[src/rtl/cap_pkg.sv]
package cap_pkg;

    localparam int NCH      = 3;
    localparam int REG_W    = 16;
    localparam int ADDR_W   = 3;

    localparam logic [ADDR_W-1:0] A_CTRL = 3'd0;
    localparam logic [ADDR_W-1:0] A_STAT = 3'd1;
    localparam logic [ADDR_W-1:0] A_FLAG = 3'd2;
    localparam logic [ADDR_W-1:0] A_MASK = 3'd3;
    localparam int                A_RES0 = 4;

    localparam logic [1:0] PAIR_CAPTURE = 2'b01;
    localparam int         CLR_BIT      = 15;

    // State code doubles as the software-visible status code
    typedef enum logic [1:0] {
        Q_EMPTY = 2'b00,
        Q_ONE   = 2'b01,
        Q_TWO   = 2'b10,
        Q_OVF   = 2'b11
    } qstate_e;

endpackage

[src/rtl/cap_edge.sv]
module cap_edge #(
    parameter int STAGES = 2
) (
    input  logic clk,
    input  logic rst_n,
    input  logic pin,
    output logic rise,
    output logic fall
);

    // chain[STAGES-1] is the synchronized level, chain[STAGES] its previous value
    logic [STAGES:0] chain;

    always_ff @(posedge clk or negedge rst_n) begin
        if (!rst_n) chain <= '0;
        else        chain <= {chain[STAGES-1:0], pin};
    end

    assign rise =  chain[STAGES-1] & ~chain[STAGES];
    assign fall = ~chain[STAGES-1] &  chain[STAGES];


    edge_once_chk: assert property (@(posedge clk) disable iff (!rst_n)
        rise |=> !rise);

endmodule

[src/rtl/cap_fifo.sv]
module cap_fifo
    import cap_pkg::*;
#(
    parameter int W = 16
) (
    input  logic         clk,
    input  logic         rst_n,
    input  logic         clr,
    input  logic         push,
    input  logic         pop,
    input  logic [W-1:0] din,
    output qstate_e      st,
    output logic [W-1:0] head
);

    qstate_e      st_q, st_d;
    logic [W-1:0] e0, e1;

    // State register
    always_ff @(posedge clk or negedge rst_n) begin
        if (!rst_n) st_q <= Q_EMPTY;
        else        st_q <= st_d;
    end

    // Next state
    always_comb begin
        st_d = st_q;
        if (clr) begin
            st_d = Q_EMPTY;
        end else begin
            unique case (st_q)
                Q_EMPTY: if (push) st_d = Q_ONE;
                Q_ONE: begin
                    if (push && !pop)      st_d = Q_TWO;
                    else if (!push && pop) st_d = Q_EMPTY;
                end
                Q_TWO: begin
                    if (push && !pop)      st_d = Q_OVF;
                    else if (!push && pop) st_d = Q_ONE;
                end
                Q_OVF: begin
                    if (push && pop)       st_d = Q_TWO;
                    else if (pop)          st_d = Q_ONE;
                end
                default: st_d = Q_EMPTY;
            endcase
        end
    end

    // Entry storage, e0 is always the oldest
    always_ff @(posedge clk or negedge rst_n) begin
        if (!rst_n) begin
            e0 <= '0;
            e1 <= '0;
        end else if (!clr) begin
            case (st_q)
                Q_EMPTY: if (push) e0 <= din;
                Q_ONE: begin
                    if (push && pop) e0 <= din;
                    else if (push)   e1 <= din;
                end
                default: begin
                    if (push) begin
                        e0 <= e1;
                        e1 <= din;
                    end else if (pop) begin
                        e0 <= e1;
                    end
                end
            endcase
        end
    end

    // Outputs
    always_comb begin
        st   = st_q;
        head = (st_q == Q_EMPTY) ? '0 : e0;
    end


    ovf_enter_chk: assert property (@(posedge clk) disable iff (!rst_n)
        (st_q == Q_TWO && push && !pop && !clr) |=> (st_q == Q_OVF));


    clr_empty_chk: assert property (@(posedge clk) disable iff (!rst_n)
        clr |=> (st_q == Q_EMPTY));


    pop_last_chk: assert property (@(posedge clk) disable iff (!rst_n)
        (st_q == Q_ONE && pop && !push && !clr) |=> (st_q == Q_EMPTY));

endmodule

[src/rtl/cap_unit.sv]
module cap_unit
    import cap_pkg::*;
#(
    parameter int TW   = 16,
    parameter int SYNC = 2
) (
    input  logic              clk,
    input  logic              rst_n,
    input  logic [NCH-1:0]    cap_pin,
    input  logic [TW-1:0]     timer_first,
    input  logic [TW-1:0]     timer_second,
    input  logic              reg_wr,
    input  logic              reg_rd,
    input  logic [ADDR_W-1:0] reg_addr,
    input  logic [REG_W-1:0]  reg_wdata,
    output logic [REG_W-1:0]  reg_rdata,
    output logic              irq,
    output logic              adc_soc
);

    logic [NCH-1:0][1:0] edge_sel;
    logic [1:0]          pair_mode;
    logic                solo_en, pair_tsel, solo_tsel, adc_en;
    logic [NCH-1:0]      flags, mask;

    logic [NCH-1:0]         rise, fall, chan_on, tsel, capture, pop;
    logic [NCH-1:0][TW-1:0] tval, head;
    qstate_e                qst [NCH];

    logic wr_ctrl, wr_flag, wr_mask, fifo_clr;
    logic unused_wbits;

    assign wr_ctrl      = reg_wr && (reg_addr == A_CTRL);
    assign wr_flag      = reg_wr && (reg_addr == A_FLAG);
    assign wr_mask      = reg_wr && (reg_addr == A_MASK);
    assign fifo_clr     = wr_ctrl && !reg_wdata[CLR_BIT];
    assign unused_wbits = ^reg_wdata[14:12];

    always_ff @(posedge clk or negedge rst_n) begin
        if (!rst_n) begin
            edge_sel  <= '0;
            pair_mode <= '0;
            solo_en   <= 1'b0;
            pair_tsel <= 1'b0;
            solo_tsel <= 1'b0;
            adc_en    <= 1'b0;
            mask      <= '0;
        end else begin
            if (wr_ctrl) begin
                edge_sel  <= reg_wdata[5:0];
                pair_mode <= reg_wdata[7:6];
                solo_en   <= reg_wdata[8];
                pair_tsel <= reg_wdata[9];
                solo_tsel <= reg_wdata[10];
                adc_en    <= reg_wdata[11];
            end
            if (wr_mask) mask <= reg_wdata[NCH-1:0];
        end
    end

    genvar g;
    generate
        for (g = 0; g < NCH; g++) begin : g_ch
            localparam logic [ADDR_W-1:0] RES_ADDR = ADDR_W'(A_RES0 + g);

            cap_edge #(.STAGES(SYNC)) u_edge (
                .clk  (clk),
                .rst_n(rst_n),
                .pin  (cap_pin[g]),
                .rise (rise[g]),
                .fall (fall[g])
            );

            if (g < NCH - 1) begin : g_pair
                assign chan_on[g] = (pair_mode == PAIR_CAPTURE);
                assign tsel[g]    = pair_tsel;
            end else begin : g_solo
                assign chan_on[g] = solo_en;
                assign tsel[g]    = solo_tsel;
            end

            assign capture[g] = chan_on[g] &
                ((edge_sel[g][0] & rise[g]) | (edge_sel[g][1] & fall[g]));
            assign tval[g]    = tsel[g] ? timer_first : timer_second;
            assign pop[g]     = reg_rd && (reg_addr == RES_ADDR);

            cap_fifo #(.W(TW)) u_fifo (
                .clk  (clk),
                .rst_n(rst_n),
                .clr  (fifo_clr),
                .push (capture[g]),
                .pop  (pop[g]),
                .din  (tval[g]),
                .st   (qst[g]),
                .head (head[g])
            );


            flag_set_chk: assert property (@(posedge clk) disable iff (!rst_n)
                capture[g] |=> flags[g]);
        end
    endgenerate

    always_ff @(posedge clk or negedge rst_n) begin
        if (!rst_n) begin
            flags   <= '0;
            adc_soc <= 1'b0;
        end else begin
            flags   <= (flags & ~(wr_flag ? reg_wdata[NCH-1:0] : '0)) | capture;
            adc_soc <= capture[NCH-1] & adc_en;
        end
    end

    assign irq = |(flags & mask);

    always_comb begin
        reg_rdata = '0;
        case (reg_addr)
            A_CTRL: reg_rdata = {1'b1, 3'b000, adc_en, solo_tsel, pair_tsel,
                                 solo_en, pair_mode, edge_sel};
            A_STAT: for (int i = 0; i < NCH; i++) reg_rdata[2*i +: 2] = qst[i];
            A_FLAG: reg_rdata[NCH-1:0] = flags;
            A_MASK: reg_rdata[NCH-1:0] = mask;
            default: begin
                for (int i = 0; i < NCH; i++)
                    if (reg_addr == ADDR_W'(A_RES0 + i)) reg_rdata[TW-1:0] = head[i];
            end
        endcase
    end


    adc_flag_chk: assert property (@(posedge clk) disable iff (!rst_n)
        adc_soc |-> flags[NCH-1]);


    irq_flag_chk: assert property (@(posedge clk) disable iff (!rst_n)
        irq |-> (flags != '0));

endmodule

[config.mk]
export PLATFORM = sky130hd
export DESIGN_NAME = cap_unit
export DESIGN_NICKNAME = d
export VERILOG_FILES = /design/src/rtl/cap_pkg.sv /design/src/rtl/cap_edge.sv /design/src/rtl/cap_fifo.sv /design/src/rtl/cap_unit.sv
export SDC_FILE = /design/constraint.sdc
export NUM_CORES = 1
export LEC_CHECK = 0
export CAP_MARGIN = 20
export CORE_ASPECT_RATIO = 1.2
export CORE_MARGIN = 5
export CORE_UTILIZATION = 55
export DETAILED_ROUTE_END_ITERATION = 16
export DONT_BUFFER_PORTS = 1
export PLACE_DENSITY_LB_ADDON = 0.05
export SYNTH_ARGS = -nofsm -noshare
export SYNTH_HDL_FRONTEND = slang
export SYNTH_SLANG_ARGS = --single-unit
[constraint.sdc]
create_clock -name clk -period 2.4 [get_ports clk]
set_input_delay 0.48 -clock clk [delete_from_list [all_inputs] [get_ports clk]]
set_output_delay 0.48 -clock clk [all_outputs]
set_load 0.02 [all_outputs]
After elaboration in Yosys (flattened, before gate mapping)
Index checks and enable logic that the tools add are counted.

Divide/modulo/power cells: 0. $lt $le $gt $ge: 0. Multiplexer cells: 63. Reduce and logical (&&, ||, !) cells: 42. Bitwise logic cells: 33. $mul: 0. Add/sub/neg operators: 0. Shift-type cells: 0. Eq/ne operators: 37.

Operator list (count): 16-bit 2-to-1 mux (26); 16-bit case mux with 2 select lines (6); 2-bit 2-to-1 mux (24); 4-bit by 2-bit != test with 1-bit output, second input constant (6); 2-bit case mux with 4 select lines (3); 4-bit AND reduction (6); 10-bit case mux with 2 select lines (1); 1-bit AND (16); 1-bit logical AND (16); 2-bit == test, second input constant (6); 2-bit by 1-bit != test with 1-bit output, second input constant (6); 4-bit by 1-bit != test with 1-bit output, second input constant (3); 3-bit case mux with 4 select lines (1); 1-bit inverter (10); 3-bit == test, second input constant (3); 3-bit case mux with 3 select lines (1); 3-bit AND reduction (3); 3-bit nonzero test (3); 2-bit by 1-bit == test with 1-bit output, second input constant (4); 1-bit zero test (7); 3-bit AND (2); 3-bit by 2-bit == test with 1-bit output, second input constant (2); 2-bit zero test (3); 2-bit != test, second input constant (3); other kinds (10) (14).

Output and inout port bits: 18. Memories: 0. Latch bits: 0. Input port bits: 58. Register bits after elaboration: 130. RAM bits: 0. ROM bits: 0. Logic and storage cells: 198.

Depth between registers and ports, before layout
Gate-level depths: netlist of run 1.

Depth after elaboration: 11. Depth in mapped cells: 9. Depth with buffers taken out: 7.

Modules after synthesis
Synthesis of run 1 repeated with hierarchy kept, for this count alone.

Cells, all modules: 606. Area total of the unflattened synthesis: 7040.5 µm².

Modules (own cells, without submodules): cap_fifo (instances 3, seq. area each 850.8 µm², area an instance 1637.8 µm², cells each 138); cap_unit (instances 1, seq. area each 475.5 µm², area an instance 1856.8 µm², cells each 177); cap_edge (instances 3, seq. area each 75.1 µm², area an instance 90.1 µm², cells each 5).

Least setup slack after synthesis of run 1
Ideal clock, no wire load.

Kind: input port to output port. Start: input port reg_addr[2]. End: output port reg_rdata[11]. Arrival time: 1866 ps. Path buffers: 1. Slack: 54 ps. Stages: 5. Data required time: 1920 ps. Cells stage by stage: buf_6 > clkinv_1 > nor4_4 > a222oi_1 > o21ai_0.

Cells in the longest elaborated chain, start to end: 5.

Ends and longest elaborated chain: start: declaration (RTL line cap_unit.sv:14) `input logic [ADDR_W-1:0] reg_addr,`; 3-bit == test (RTL line cap_unit.sv:126) `if (reg_addr == ADDR_W'(A_RES0 + i)) reg_rdata[TW-1:0] = head[i];`; 16-bit 2-to-1 mux (3 in series) (RTL line cap_unit.sv:126); 10-bit case mux with 2 select lines (*) (RTL line cap_unit.sv:118) `case (reg_addr)`; end: declaration (RTL line cap_unit.sv:16) `output logic [REG_W-1:0] reg_rdata,`.

Every way passes the cells marked *; elsewhere a longest branch is shown, timed or not.

Worst setup path after layout of run 1
Start: register g_ch[1].u_fifo.st_q[0]. End: output port reg_rdata[0].

Cells in the longest elaborated chain, start to end: 5.

Ends and longest elaborated chain: start: declaration (RTL line cap_fifo.sv:16) `qstate_e st_q, st_d;`; start signal: assignment (RTL line cap_fifo.sv:22) `else st_q <= st_d;`; 2-bit zero test (RTL line cap_fifo.sv:77) `head = (st_q == Q_EMPTY) ? '0 : e0;`; 16-bit 2-to-1 mux (RTL line cap_fifo.sv:77); 16-bit 2-to-1 mux (2 in series) (RTL line cap_unit.sv:126); 3-bit case mux with 4 select lines (RTL line cap_unit.sv:118).

Every way passes these cells.

==> results.cfg, run 1 <==
[floorplanning]
fp.dieArea_um2 = 14300
floorplan.core_area_um2 = 11600
placement_rows = 43
die_w_um = 110
die_h_um = 130
pin_count = 76
starting_density = 0.566

[cells_and_area]
post_route_cells_drive_above_1_share = 0.154
fin_util = 0.645
area_growth_syn_to_layout_pct = 13.9
fill_cells = 957
ant_cells = 0
post_layout_nets = 751

[logic_synthesis]
synthDominantCellAreaShare = 0.495
flop_and_latch_count_out_of_synthesis = 130
synth_common_cells = sky130_fd_sc_hd__dfrtp_1 (130), sky130_fd_sc_hd__nand2_1 (85), sky130_fd_sc_hd__a21oi_1 (75)
yosys-top-cells-area = sky130_fd_sc_hd__dfrtp_1 (49%), sky130_fd_sc_hd__mux2i_1 (8.2%), sky130_fd_sc_hd__a21oi_1 (5.7%), sky130_fd_sc_hd__nand2_1 (4.9%), sky130_fd_sc_hd__o21ai_0 (4.0%)
cells_after_synth = 673
compound_gate_fraction_of_synth_area = 0.179
synthesis.yosys.warnings = 0
synth-seq-area-share = 0.495
most_used_dff_post_synth = sky130_fd_sc_hd__dfrtp_1
yosys-mux-area-fraction = 0.120
synth_xor_area_frac = 0
post_synth_instance_area_um2 = 6580
syn_nets = 737
synth_top_family_by_area = compound AO/OA/AOI/OAI gates
synthAdderAreaFrac = 0.0114
netlist-cell-type-count = 51
synth-simple-area-share = 0.145
synth_enable_flop_cells = 0
yosysMostFrequentCell = sky130_fd_sc_hd__dfrtp_1
synthesized_area_per_cell_um2 = 9.77
asr_flop_ratio_synth = 1.00
synthDominantAreaCellType = sky130_fd_sc_hd__dfrtp_1

[grt]
grt_overflow = 0
grt_antenna_before_repair = 0
vias_in_the_first_global_route = 5248
grt_util_all_layers = 0.258
grt_pass1_wl_um = 27500
grt_max_degree = 131

[clock_network]
clk_pin_slew_ns = 0.05
cts_buffer_depth = 2
tritoncts = done
cts-buffers-inserted = 17
clock_tree.root_cell = sky130_fd_sc_hd__clkbuf_16
h-tree-depth = 4
cts_sinks = 130
clk-insertion-delay-late_ns = 0.42

[drt]
detailroute.via_count = 5076
post_route_met1_wirelength_um = 6800
wl_per_cell_um = 20.0
drcViolationCount = 0
postRouteAntennaNets = 0
detail_route.vias_per_cell = 5.94
first_iter_violations = 414
dr_wl_met3_um = 799
max_used_layer = met4
tritonroute_pass_1_iters = 7
route.met2.wl_um = 8880
route.final.wire_length_um = 17100

[sta]
hold-worst-slack_ns = -0.245
slew_headroom = 0.618
tightestPinTransition_ns = 0.566
final-hold-violation-count = 130
finalWorstPathRequiredPeriod_ns = 2.39
slew_viol_final = 0
grt_setup_unrepaired = yes
max_freq_mhz = 418
worst_clock_skew_ns = 0.00781
final_min_period_over_clock_period = 0.997
final-setup-viol-count = 0

[power]
static_leakage_nw = 3.41
p_sw_mw = 2.61
power.clock.fraction = 0.305
ir_drop_mv = 0.688
power-per-cell-area_nw_per_um2 = 1090
finalPower_mw = 8.18
switching_share = 0.319
seqPwrFrac = 0.450
power.share.combinational = 0.244
internal-power_mw = 5.57

[place]
place.gp.congestion = 0.839
io_buffers = 0
post-dp-hpwl_um = 11900

[critical_path]
timing.critical_path.arrival_ns = 1.91
crit_chain = o21ai_2 > nor3_2 > buf_4 > a222oi_1 > nand2_1
worstPathMaxFanout = 5
cp_slowest_cell = sky130_fd_sc_hd__a222oi_1
worstSetupStartpointType = register
timing.critical_path.required_ns = 1.92
timing.critical_path.slowest_cell_delay_ns = 0.44
start_to_end_type_of_the_worst_setup_path = reg -> out
critPathCaptureType = output port

[min_path]
min_path_type = in -> async

[job]
max_cap_violations = 0

[run_status]
run_status = finished with violations
violations_in_the_final_reports = hold timing
## layout by cell type, fill, tap and decap left out, types with 3 or more instances in the layout
cell type                   instances
sky130_fd_sc_hd__a211oi_1           4
sky130_fd_sc_hd__a21o_1             4
sky130_fd_sc_hd__a21oi_1           75
sky130_fd_sc_hd__a221o_1           21
sky130_fd_sc_hd__a222oi_1           8
sky130_fd_sc_hd__a22o_1             5
sky130_fd_sc_hd__a22oi_1            5
sky130_fd_sc_hd__and2_1             3
sky130_fd_sc_hd__buf_4             39
sky130_fd_sc_hd__clkbuf_1           3
sky130_fd_sc_hd__clkbuf_16         17
sky130_fd_sc_hd__clkbuf_8           4
sky130_fd_sc_hd__dfrtp_1          128
sky130_fd_sc_hd__ha_1               6
sky130_fd_sc_hd__inv_1             19
sky130_fd_sc_hd__mux2_2            16
sky130_fd_sc_hd__mux2i_1           54
sky130_fd_sc_hd__mux4_2             3
sky130_fd_sc_hd__nand2_1           85
sky130_fd_sc_hd__nand2b_1           3
sky130_fd_sc_hd__nand3_1           17
sky130_fd_sc_hd__nand3b_1           4
sky130_fd_sc_hd__nor2_1            67
sky130_fd_sc_hd__nor2b_1            4
sky130_fd_sc_hd__nor3_1             3
sky130_fd_sc_hd__o211ai_1           3
sky130_fd_sc_hd__o21ai_0           51
sky130_fd_sc_hd__o21ai_1            5
## timing repair
item | CTS | global route
resized for setup | 10 | 3
cloned | 0 | 0
pin swaps | 7 | 9
setup buffers | 3 | 1
setup endpoints to repair | 15 | 12
hold endpoints to repair | 130 | 130
## per-stage QoR
step	hold slack [ns]	instances	setup slack [ns]	setup TNS (ns)	cell area [um^2]
after CTS	-0.257	853	0.00462	0	7460
after global placement	0.188	822	0.240	0	6850
after detailed placement	0.189	822	0.244	0	6850
after floorplan	0.184	673	0.0535	0	6580
after global routing	-0.271	854	-0.0612	-0.143	7490
final	-0.245	854	0.00813	0	7490
## path summary, 6_finish.rpt
path	from	endpoint	slack [ns]	cells past startpoint
setup / recovery	g_ch[1].u_fifo.st[0]$_DFFE_PN0P_	reg_rdata[0]	0.008	5
hold / removal	rst_n	solo_tsel$_DFFE_PN0N_	-0.25	0
setup reg to reg	pair_mode[1]$_DFFE_PN0N_	g_ch[0].u_fifo.e0[14]$_DFFE_PN0P_	0.22	8
hold reg to reg	g_ch[2].u_edge.chain[0]$_DFF_PN0_	g_ch[2].u_edge.chain[1]$_DFF_PN0_	0.35	0
max in group asynchronous	rst_n	g_ch[1].u_fifo.e1[12]$_DFFE_PN0P_	2.46	0
min in group clk	cap_pin[2]	g_ch[2].u_edge.chain[0]$_DFF_PN0_	0.09	0
## per-layer routing
metal | GRT usage | up-vias
met1 | 0.300 | 2502
met2 | 0.448 | 116
met3 | 0.0678 | 32
met5 | 0 | -
li1 | - | 2426
met4 | 0.107 | 0
## layout make-up
class                           instances  area [um^2]  area share
Tap cell                              157          196      0.0262
Clock buffer                           24          492      0.0656
Sequential cell                       130         3260       0.434
Multi-Input combinational cell        474         3040       0.405
Timing Repair Buffer                   42          352      0.0469
Inverter                               22         82.6      0.0110
Clock inverter                          5         77.6      0.0104
## power by group through the flow
stage | Clock (mW) | Combinational [mW] | Sequential, mW
CTS | 2.53 | 2.00 | 3.69
finish | 2.50 | 2.00 | 3.68
global route | 2.64 | 2.26 | 3.79
global placement | 0 | 1.87 | 3.68
floorplan | 0 | 1.56 | 3.44
detailed placement | 0 | 1.95 | 3.72
## cell families after synthesis
family	count (synthesis)
AO/OA/AOI/OAI	189
adder cells (fa/ha/maj)	6
buffers and inverters	69
flip-flops	130
multiplexers	73
AND/OR/NAND/NOR	206
## critical path: cells and delay by family, from the launching register on
family,cells,cell delay [ns]
AOI/OAI and AO/OA,2,0.61
buffers and inverters,1,0.15
DFF,1,0.39
and+or+nand+nor,2,0.34
## flip-flops by register name, summed over array words and instances (netlist names), 2 cells and up
register	cells
edge_sel	6
flags	3
g_ch.u_edge.chain	9
g_ch.u_fifo.e0	48
g_ch.u_fifo.e1	48
g_ch.u_fifo.st	6
mask	3
pair_mode	2
(Power assumes the default switching activity.)
==> inputs of run 2 (changes only) <==
--- a/config.mk
+++ b/config.mk
@@ -14,4 +14,5 @@
 export PLACE_DENSITY_LB_ADDON = 0.05
 export SYNTH_ARGS = -nofsm -noshare
 export SYNTH_HDL_FRONTEND = slang
+export SYNTH_HIERARCHICAL = 1
 export SYNTH_SLANG_ARGS = --single-unit
==> run 2 against run 1 <==
Effect of this change: the run ends with hold timing, setup timing left; combinational power increased by 68%; wire length hardly changed; flip-flop and latch count is the same; register-to-register slack improved by 0.05 ns; clock power rose by 8.8%; synthesized area rose by 7.0%; sequential share of layout area decreased by 3.4 points; total power up 17%; non-clock buffer count rose by 4; critical path depth grew 1; count of clock-buffer cells in the layout is 6 lower; critical endpoint unchanged; largest cell class is now multi-input gates; highest routed layer unchanged.
==> results.cfg, run 2 <==
[critical_path]
worstSetupStartpointType = register
worstPathMaxFanout = 4
timing.critical_path.required_ns = 1.92
start_to_end_type_of_the_worst_setup_path = reg -> out
flop2flop_setup_slack_ns = 0.27
r2r-start = g_ch[2].u_edge/chain[1]$_DFF_PN0_
worstRegToRegCells = 7
worstReg2RegEnd = g_ch[2].u_fifo/e0[7]$_DFFE_PN0P_
critPathCaptureType = output port
timing.critical_path.arrival_ns = 1.94

[place]
post-dp-hpwl_um = 12000
io_buffers = 0
place.gp.congestion = 0.844
placed_cell_area_um2 = 7230

[clock_network]
tritoncts = done
cts_sinks = 130
cts-buffers-inserted = 17
clk_pin_slew_ns = 0.06
h-tree-depth = 4
clock_tree.root_cell = sky130_fd_sc_hd__clkbuf_16
cts_buffer_depth = 2
clk-insertion-delay-late_ns = 0.42

[logic_synthesis]
yosysMostFrequentCell = sky130_fd_sc_hd__dfrtp_1
post_synth_instance_area_um2 = 7040
yosys-top-cells-area = sky130_fd_sc_hd__dfrtp_1 (46%), sky130_fd_sc_hd__mux2_1 (9.1%), sky130_fd_sc_hd__mux2i_1 (9.1%), sky130_fd_sc_hd__mux2_2 (5.9%), sky130_fd_sc_hd__nor2b_1 (5.4%)
synthDominantCellAreaShare = 0.462
syn_nets = 664
synthesis.yosys.warnings = 6
cells_after_synth = 606
most_used_dff_post_synth = sky130_fd_sc_hd__dfrtp_1
synth_common_cells = sky130_fd_sc_hd__dfrtp_1 (130), sky130_fd_sc_hd__mux2i_1 (64), sky130_fd_sc_hd__nor2b_1 (61)
synthesized_area_per_cell_um2 = 11.6
synthDominantAreaCellType = sky130_fd_sc_hd__dfrtp_1
asr_flop_ratio_synth = 1.00
synth-seq-area-share = 0.462
flop_and_latch_count_out_of_synthesis = 130
netlist-cell-type-count = 42
synth_enable_flop_cells = 0

[sta]
slew_viol_final = 0
final-setup-viol-count = 2
hold-worst-slack_ns = -0.240
tightestPinTransition_ns = 0.922
max_freq_mhz = 413
finalWorstPathRequiredPeriod_ns = 2.42
slew_headroom = 0.386
setup_tns_final_ns = -0.0284
layout_setup_ws_ns = -0.0193
final_min_period_over_clock_period = 1.01
worst_clock_skew_ns = 0.00783
grt_setup_unrepaired = yes
final-hold-violation-count = 130

[grt]
vias_in_the_first_global_route = 5052
grt_antenna_before_repair = 0
grt_pass1_wl_um = 27400
grt_max_degree = 131
grt_overflow = 0
grt_util_all_layers = 0.236

[drt]
wl_per_cell_um = 21.2
tritonroute_pass_1_iters = 4
postRouteAntennaNets = 0
route.final.wire_length_um = 17100
detail_route.vias_per_cell = 5.90
drcViolationCount = 0
detailroute.via_count = 4761
first_iter_violations = 362

[cells_and_area]
post_layout_nets = 688
layout_top_registers = g_ch.u_fifo/e0: 48 flops, g_ch.u_fifo/e1: 48 flops, g_ch.u_edge/chain: 9 flops
fill_cells = 1043
final_area_um2 = 8120
area_growth_syn_to_layout_pct = 15.4
final_common_cell = sky130_fd_sc_hd__dfrtp_1
most_frequent_cells_in_the_layout = sky130_fd_sc_hd__dfrtp_1 (127), sky130_fd_sc_hd__mux2i_1 (64), sky130_fd_sc_hd__mux2_1 (55)
post_route_cells_drive_above_1_share = 0.306
ant_cells = 0
fin_util = 0.644

[floorplanning]
pin_count = 76
floorplan.core_area_um2 = 12600
starting_density = 0.558
fp.dieArea_um2 = 15200
placement_rows = 45
die_h_um = 134
die_w_um = 113

[run_status]
violations_in_the_final_reports = hold timing, setup timing
run_status = finished with violations

[power]
seqPwrFrac = 0.367
power.share.combinational = 0.349
static_leakage_nw = 3.50
switching_share = 0.333
ir_drop_mv = 0.697
internal-power_mw = 6.41
p_sw_mw = 3.20
power.clock.fraction = 0.283
power-per-cell-area_nw_per_um2 = 1180
finalPower_mw = 9.61

[min_path]
min_path_type = in -> async

[job]
max_cap_violations = 0
-- run 2: changes by cell type after synthesis, sizes merged, moves of 10 or more --
cell,previous run,this run
a221o,21,0
o21ai,57,108
inv,21,3
mux2,16,103
mux2i,54,64
nand3,17,4
nor2b,4,61
nor2,69,8
a21oi,76,12
nand2,85,16
-- run 2: power by group through the flow --
| stage | logic (mW) | clock network [mW] | registers, mW |
|---|---|---|---|
| after floorplan | 2.36 | 0 | 3.36 |
| after detailed placement | 2.95 | 0 | 3.55 |
| after CTS | 3.04 | 2.78 | 3.54 |
| after global routing | 3.67 | 2.89 | 3.64 |
| after global placement | 2.87 | 0 | 3.51 |
| final | 3.36 | 2.72 | 3.53 |
-- run 2: worst max-delay path by stage --
stage | startpoint | endpoint | slack [ns] | depth (start not counted)
3_3_place_gp | reg_addr[0] | g_ch[1].u_fifo/e1[7]$_DFFE_PN0P_ | 0.13 | 5
4_1_cts | g_ch[2].u_fifo/st[0]$_DFFE_PN0P_ | reg_rdata[1] | -0.03 | 6
5_1_grt | g_ch[2].u_fifo/st[0]$_DFFE_PN0P_ | reg_rdata[2] | -0.08 | 6
6_report | g_ch[2].u_fifo/st[0]$_DFFE_PN0P_ | reg_rdata[0] | -0.02 | 6
3_5_place_dp | reg_addr[0] | g_ch[1].u_fifo/e1[6]$_DFFE_PN0P_ | 0.08 | 5
2_1_floorplan | reg_addr[0] | g_ch[1].u_fifo/e1[0]$_DFFE_PN0P_ | 0.04 | 10
-- run 2: worst max-delay path, stage by stage (launching register included) --
cell and delay [ns]:
sky130_fd_sc_hd__dfrtp_2 0.42, sky130_fd_sc_hd__nor2_4 0.21, sky130_fd_sc_hd__nor2b_2 0.08, sky130_fd_sc_hd__mux2_4 0.28, sky130_fd_sc_hd__a221oi_4 0.30, sky130_fd_sc_hd__a221oi_2 0.06
sky130_fd_sc_hd__buf_4 0.17
-- run 2: what timing repair did --
item / in CTS / in global routing
endpoints found under the hold margin: 130 / 130
setup endpoints to repair: 10 / 17
setup buffers: 2 / 9
gates cloned: 0 / 1
resized for setup: 14 / 34
pin swaps: 0 / 13
-- run 2: routing by layer --
| metal | up-vias | global-route usage | part of all wire |
|---|---|---|---|
| li1 | 2244 | - | - |
| met4 | 0 | 0.100 | 0.035 |
| met1 | 2359 | 0.293 | 0.40 |
| met5 | - | 0 | 0 |
| met2 | 124 | 0.393 | 0.51 |
| met3 | 34 | 0.0578 | 0.053 |
-- run 2: area by class of cell --
type	instances	area, um^2	area share
Inverter	3	11.3	0.00139
Sequential cell	130	3260	0.401
Clock buffer	18	439	0.0541
Tap cell	164	205	0.0253
Clock inverter	14	188	0.0231
Multi-Input combinational cell	432	3650	0.449
Timing Repair Buffer	46	377	0.0464
-- run 2: logic make-up after synthesis --
family,share of synthesized area
flops,0.462
compound gates,0.138
buf+inv,0.0411
mux,0.261
simple gates,0.0979
-- run 2: metrics by stage --
step	instances	worst slack [ns]
finish	807	-0.0193
global route	807	-0.0826
CTS	797	-0.0331
detailed placement	763	0.0799
global placement	763	0.133
floorplan	606	0.0394
==> inputs of run 3 (changes only) <==
--- a/config.mk
+++ b/config.mk
@@ -8,7 +8,7 @@
 export CAP_MARGIN = 20
 export CORE_ASPECT_RATIO = 1.2
 export CORE_MARGIN = 5
-export CORE_UTILIZATION = 55
+export CORE_UTILIZATION = 64
 export DETAILED_ROUTE_END_ITERATION = 16
 export DONT_BUFFER_PORTS = 1
 export PLACE_DENSITY_LB_ADDON = 0.05
==> run 3 against run 2 <==
Effect of this change: the run still ends with hold timing, setup timing left; global-route usage up 2.5 points; register-to-register slack better by 0.02 ns; hold slack improved by 0.0088 ns; die area is 13% lower; setup slack got worse by 0.00092 ns; sequential power barely moved; final cell count is 4.2% lower; via count increased by 1.4%; critical path depth is the same; wire length decreased by 1.6%; critical path type unchanged; highest routed layer unchanged.
==> results.cfg, run 3 (same netlist as run 2, synthesis figures left out) <==
[critical_path]
critPathTopFamily = flip-flops
worstRegToRegCells = 5
worstSetupStartpointType = register
worstReg2RegEnd = g_ch[1].u_fifo/e0[7]$_DFFE_PN0P_
flop2flop_setup_slack_ns = 0.29
timing.critical_path.arrival_ns = 1.94
critPathBufInv = 1
r2r-start = pair_mode[1]$_DFFE_PN0P_
cp_slowest_cell = sky130_fd_sc_hd__dfrtp_2
timing.critical_path.slowest_cell_delay_ns = 0.44
crit_chain = nor2_4 > nor2b_1 > mux2_4 > a221oi_2 > a221oi_2 > buf_4
start_to_end_type_of_the_worst_setup_path = reg -> out
timing.critical_path.mode_cell = sky130_fd_sc_hd__a221oi_2
timing.critical_path.required_ns = 1.92
critPathCaptureType = output port
worstPathMaxFanout = 4

[cells_and_area]
final_common_cell = sky130_fd_sc_hd__dfrtp_1
post_layout_nets = 687
instances_no_fill = 773
most_frequent_cells_in_the_layout = sky130_fd_sc_hd__dfrtp_1 (127), sky130_fd_sc_hd__mux2i_1 (64), sky130_fd_sc_hd__mux2_1 (56)
area_growth_syn_to_layout_pct = 12.9
post_route_cells_drive_above_1_share = 0.293
ant_cells = 0
layout_top_registers = g_ch.u_fifo/e0: 48 flops, g_ch.u_fifo/e1: 48 flops, g_ch.u_edge/chain: 9 flops
final_area_um2 = 7950

[drt]
detail_route.vias_per_cell = 6.24
first_iter_violations = 278
postRouteAntennaNets = 0
route.final.wire_length_um = 16800
detailroute.via_count = 4826
drcViolationCount = 0
tritonroute_pass_1_iters = 4
wl_per_cell_um = 21.8

[power]
power.clock.fraction = 0.259
ir_drop_mv = 0.565
seqPwrFrac = 0.383
static_leakage_nw = 3.44
power.share.combinational = 0.358
internal-power_mw = 6.07
switching_share = 0.344
power-per-cell-area_nw_per_um2 = 1160
p_sw_mw = 3.19

[sta]
worst_clock_skew_ns = 0.00723
grt_setup_unrepaired = yes
tightestPinTransition_ns = 0.958
final_min_period_over_clock_period = 1.01
hold-worst-slack_ns = -0.231
layout_setup_ws_ns = -0.0202
slew_headroom = 0.361
slew_viol_final = 0
max_freq_mhz = 413
final-hold-violation-count = 130
finalWorstPathRequiredPeriod_ns = 2.42
final-setup-viol-count = 1

[floorplanning]
pin_count = 76
placement_rows = 42
floorplan.core_area_um2 = 10900
starting_density = 0.644
die_w_um = 106
fp.dieArea_um2 = 13200
die_h_um = 125

[grt]
grt_max_degree = 131
vias_in_the_first_global_route = 5038
grt_overflow = 0
grt_antenna_before_repair = 0
grt_util_all_layers = 0.261
grt_pass1_wl_um = 26600

[place]
place.gp.congestion = 0.830
post-dp-hpwl_um = 11700
io_buffers = 0
post-place-cells = 730
placed_cell_area_um2 = 7180

[clock_network]
clk-insertion-delay-late_ns = 0.41
tritoncts = done
cts_sinks = 130
clk_pin_slew_ns = 0.05
clock_tree.root_cell = sky130_fd_sc_hd__clkbuf_16
cts-buffers-inserted = 17
h-tree-depth = 4
cts_buffer_depth = 2

[run_status]
run_status = finished with violations
violations_in_the_final_reports = hold timing, setup timing

[min_path]
min_path_type = in -> async

[job]
max_cap_violations = 0
[run 3: layer usage]
metal	part of all wire	wire length, um	GRT usage
met1	0.40	6770	0.313
met2	0.51	8600	0.437
met3	0.047	792	0.0622
met4	0.039	660	0.133
met5	0	0	0
[run 3: worst reg2reg max path: cells and delay by family, from the launching register on]
kind | cells | cell delay, ns
flip-flops | 1 | 0.44
AO/OA/AOI/OAI | 2 | 0.44
AND/OR/NAND/NOR | 3 | 1.16
[run 3: area by class of cell]
| type | count | area [um^2] |
|---|---|---|
| multi-input combinational | 432 | 3610 |
| fill | 773 | 2980 |
| tap | 132 | 165 |
| timing repair buffer | 45 | 358 |
| inverter | 3 | 11.3 |
| sequential | 130 | 3260 |
| clock buffer | 18 | 439 |
| clock inverter | 13 | 114 |
[run 3: timing repair]
action | 4_1_cts | 5_1_grt
hold endpoints to repair | 130 | 130
resized for setup | 10 | 25
setup buffers | 0 | 11
endpoints found under the setup margin | 9 | 10
gates cloned | 0 | 1
pin swaps | 0 | 9
[run 3: through the flow]
step	setup WS [ns]	total power [mW]	utilization	TNS [ns]	hold slack, ns
after floorplan	0.0394	5.72	-	0	0.184
after global placement	0.0647	6.36	0.657	0	0.187
after detailed placement	0.0136	6.50	0.657	0	0.188
after CTS	-0.0376	9.00	0.711	-0.0519	-0.248
after global routing	-0.0509	9.81	0.727	-0.102	-0.256
final	-0.0202	9.26	0.727	-0.0202	-0.231
[run 3: power by group through the flow]
stage                     clock network, mW  registers, mW  logic, mW
after floorplan                           0           3.36       2.36
after global placement                    0           3.51       2.85
after detailed placement                  0           3.56       2.94
after CTS                              2.44           3.54       3.01
after global routing                   2.56           3.66       3.58
final                                  2.39           3.55       3.31
[run 3: worst max path at each step]
stage / start / to / slack (ns) / cells past startpoint
after detailed placement: reg_addr[0] / g_ch[0].u_fifo/e0[9]$_DFFE_PN0P_ / 0.01 / 6
final: g_ch[2].u_fifo/st[0]$_DFFE_PN0P_ / reg_rdata[1] / -0.02 / 6
after CTS: g_ch[2].u_fifo/st[0]$_DFFE_PN0P_ / reg_rdata[1] / -0.04 / 6
after global routing: g_ch[0].u_fifo/st[0]$_DFFE_PN0P_ / reg_rdata[0] / -0.05 / 6
after global placement: reg_addr[0] / g_ch[0].u_fifo/e0[9]$_DFFE_PN0P_ / 0.06 / 6
after floorplan: reg_addr[0] / g_ch[1].u_fifo/e1[0]$_DFFE_PN0P_ / 0.04 / 10
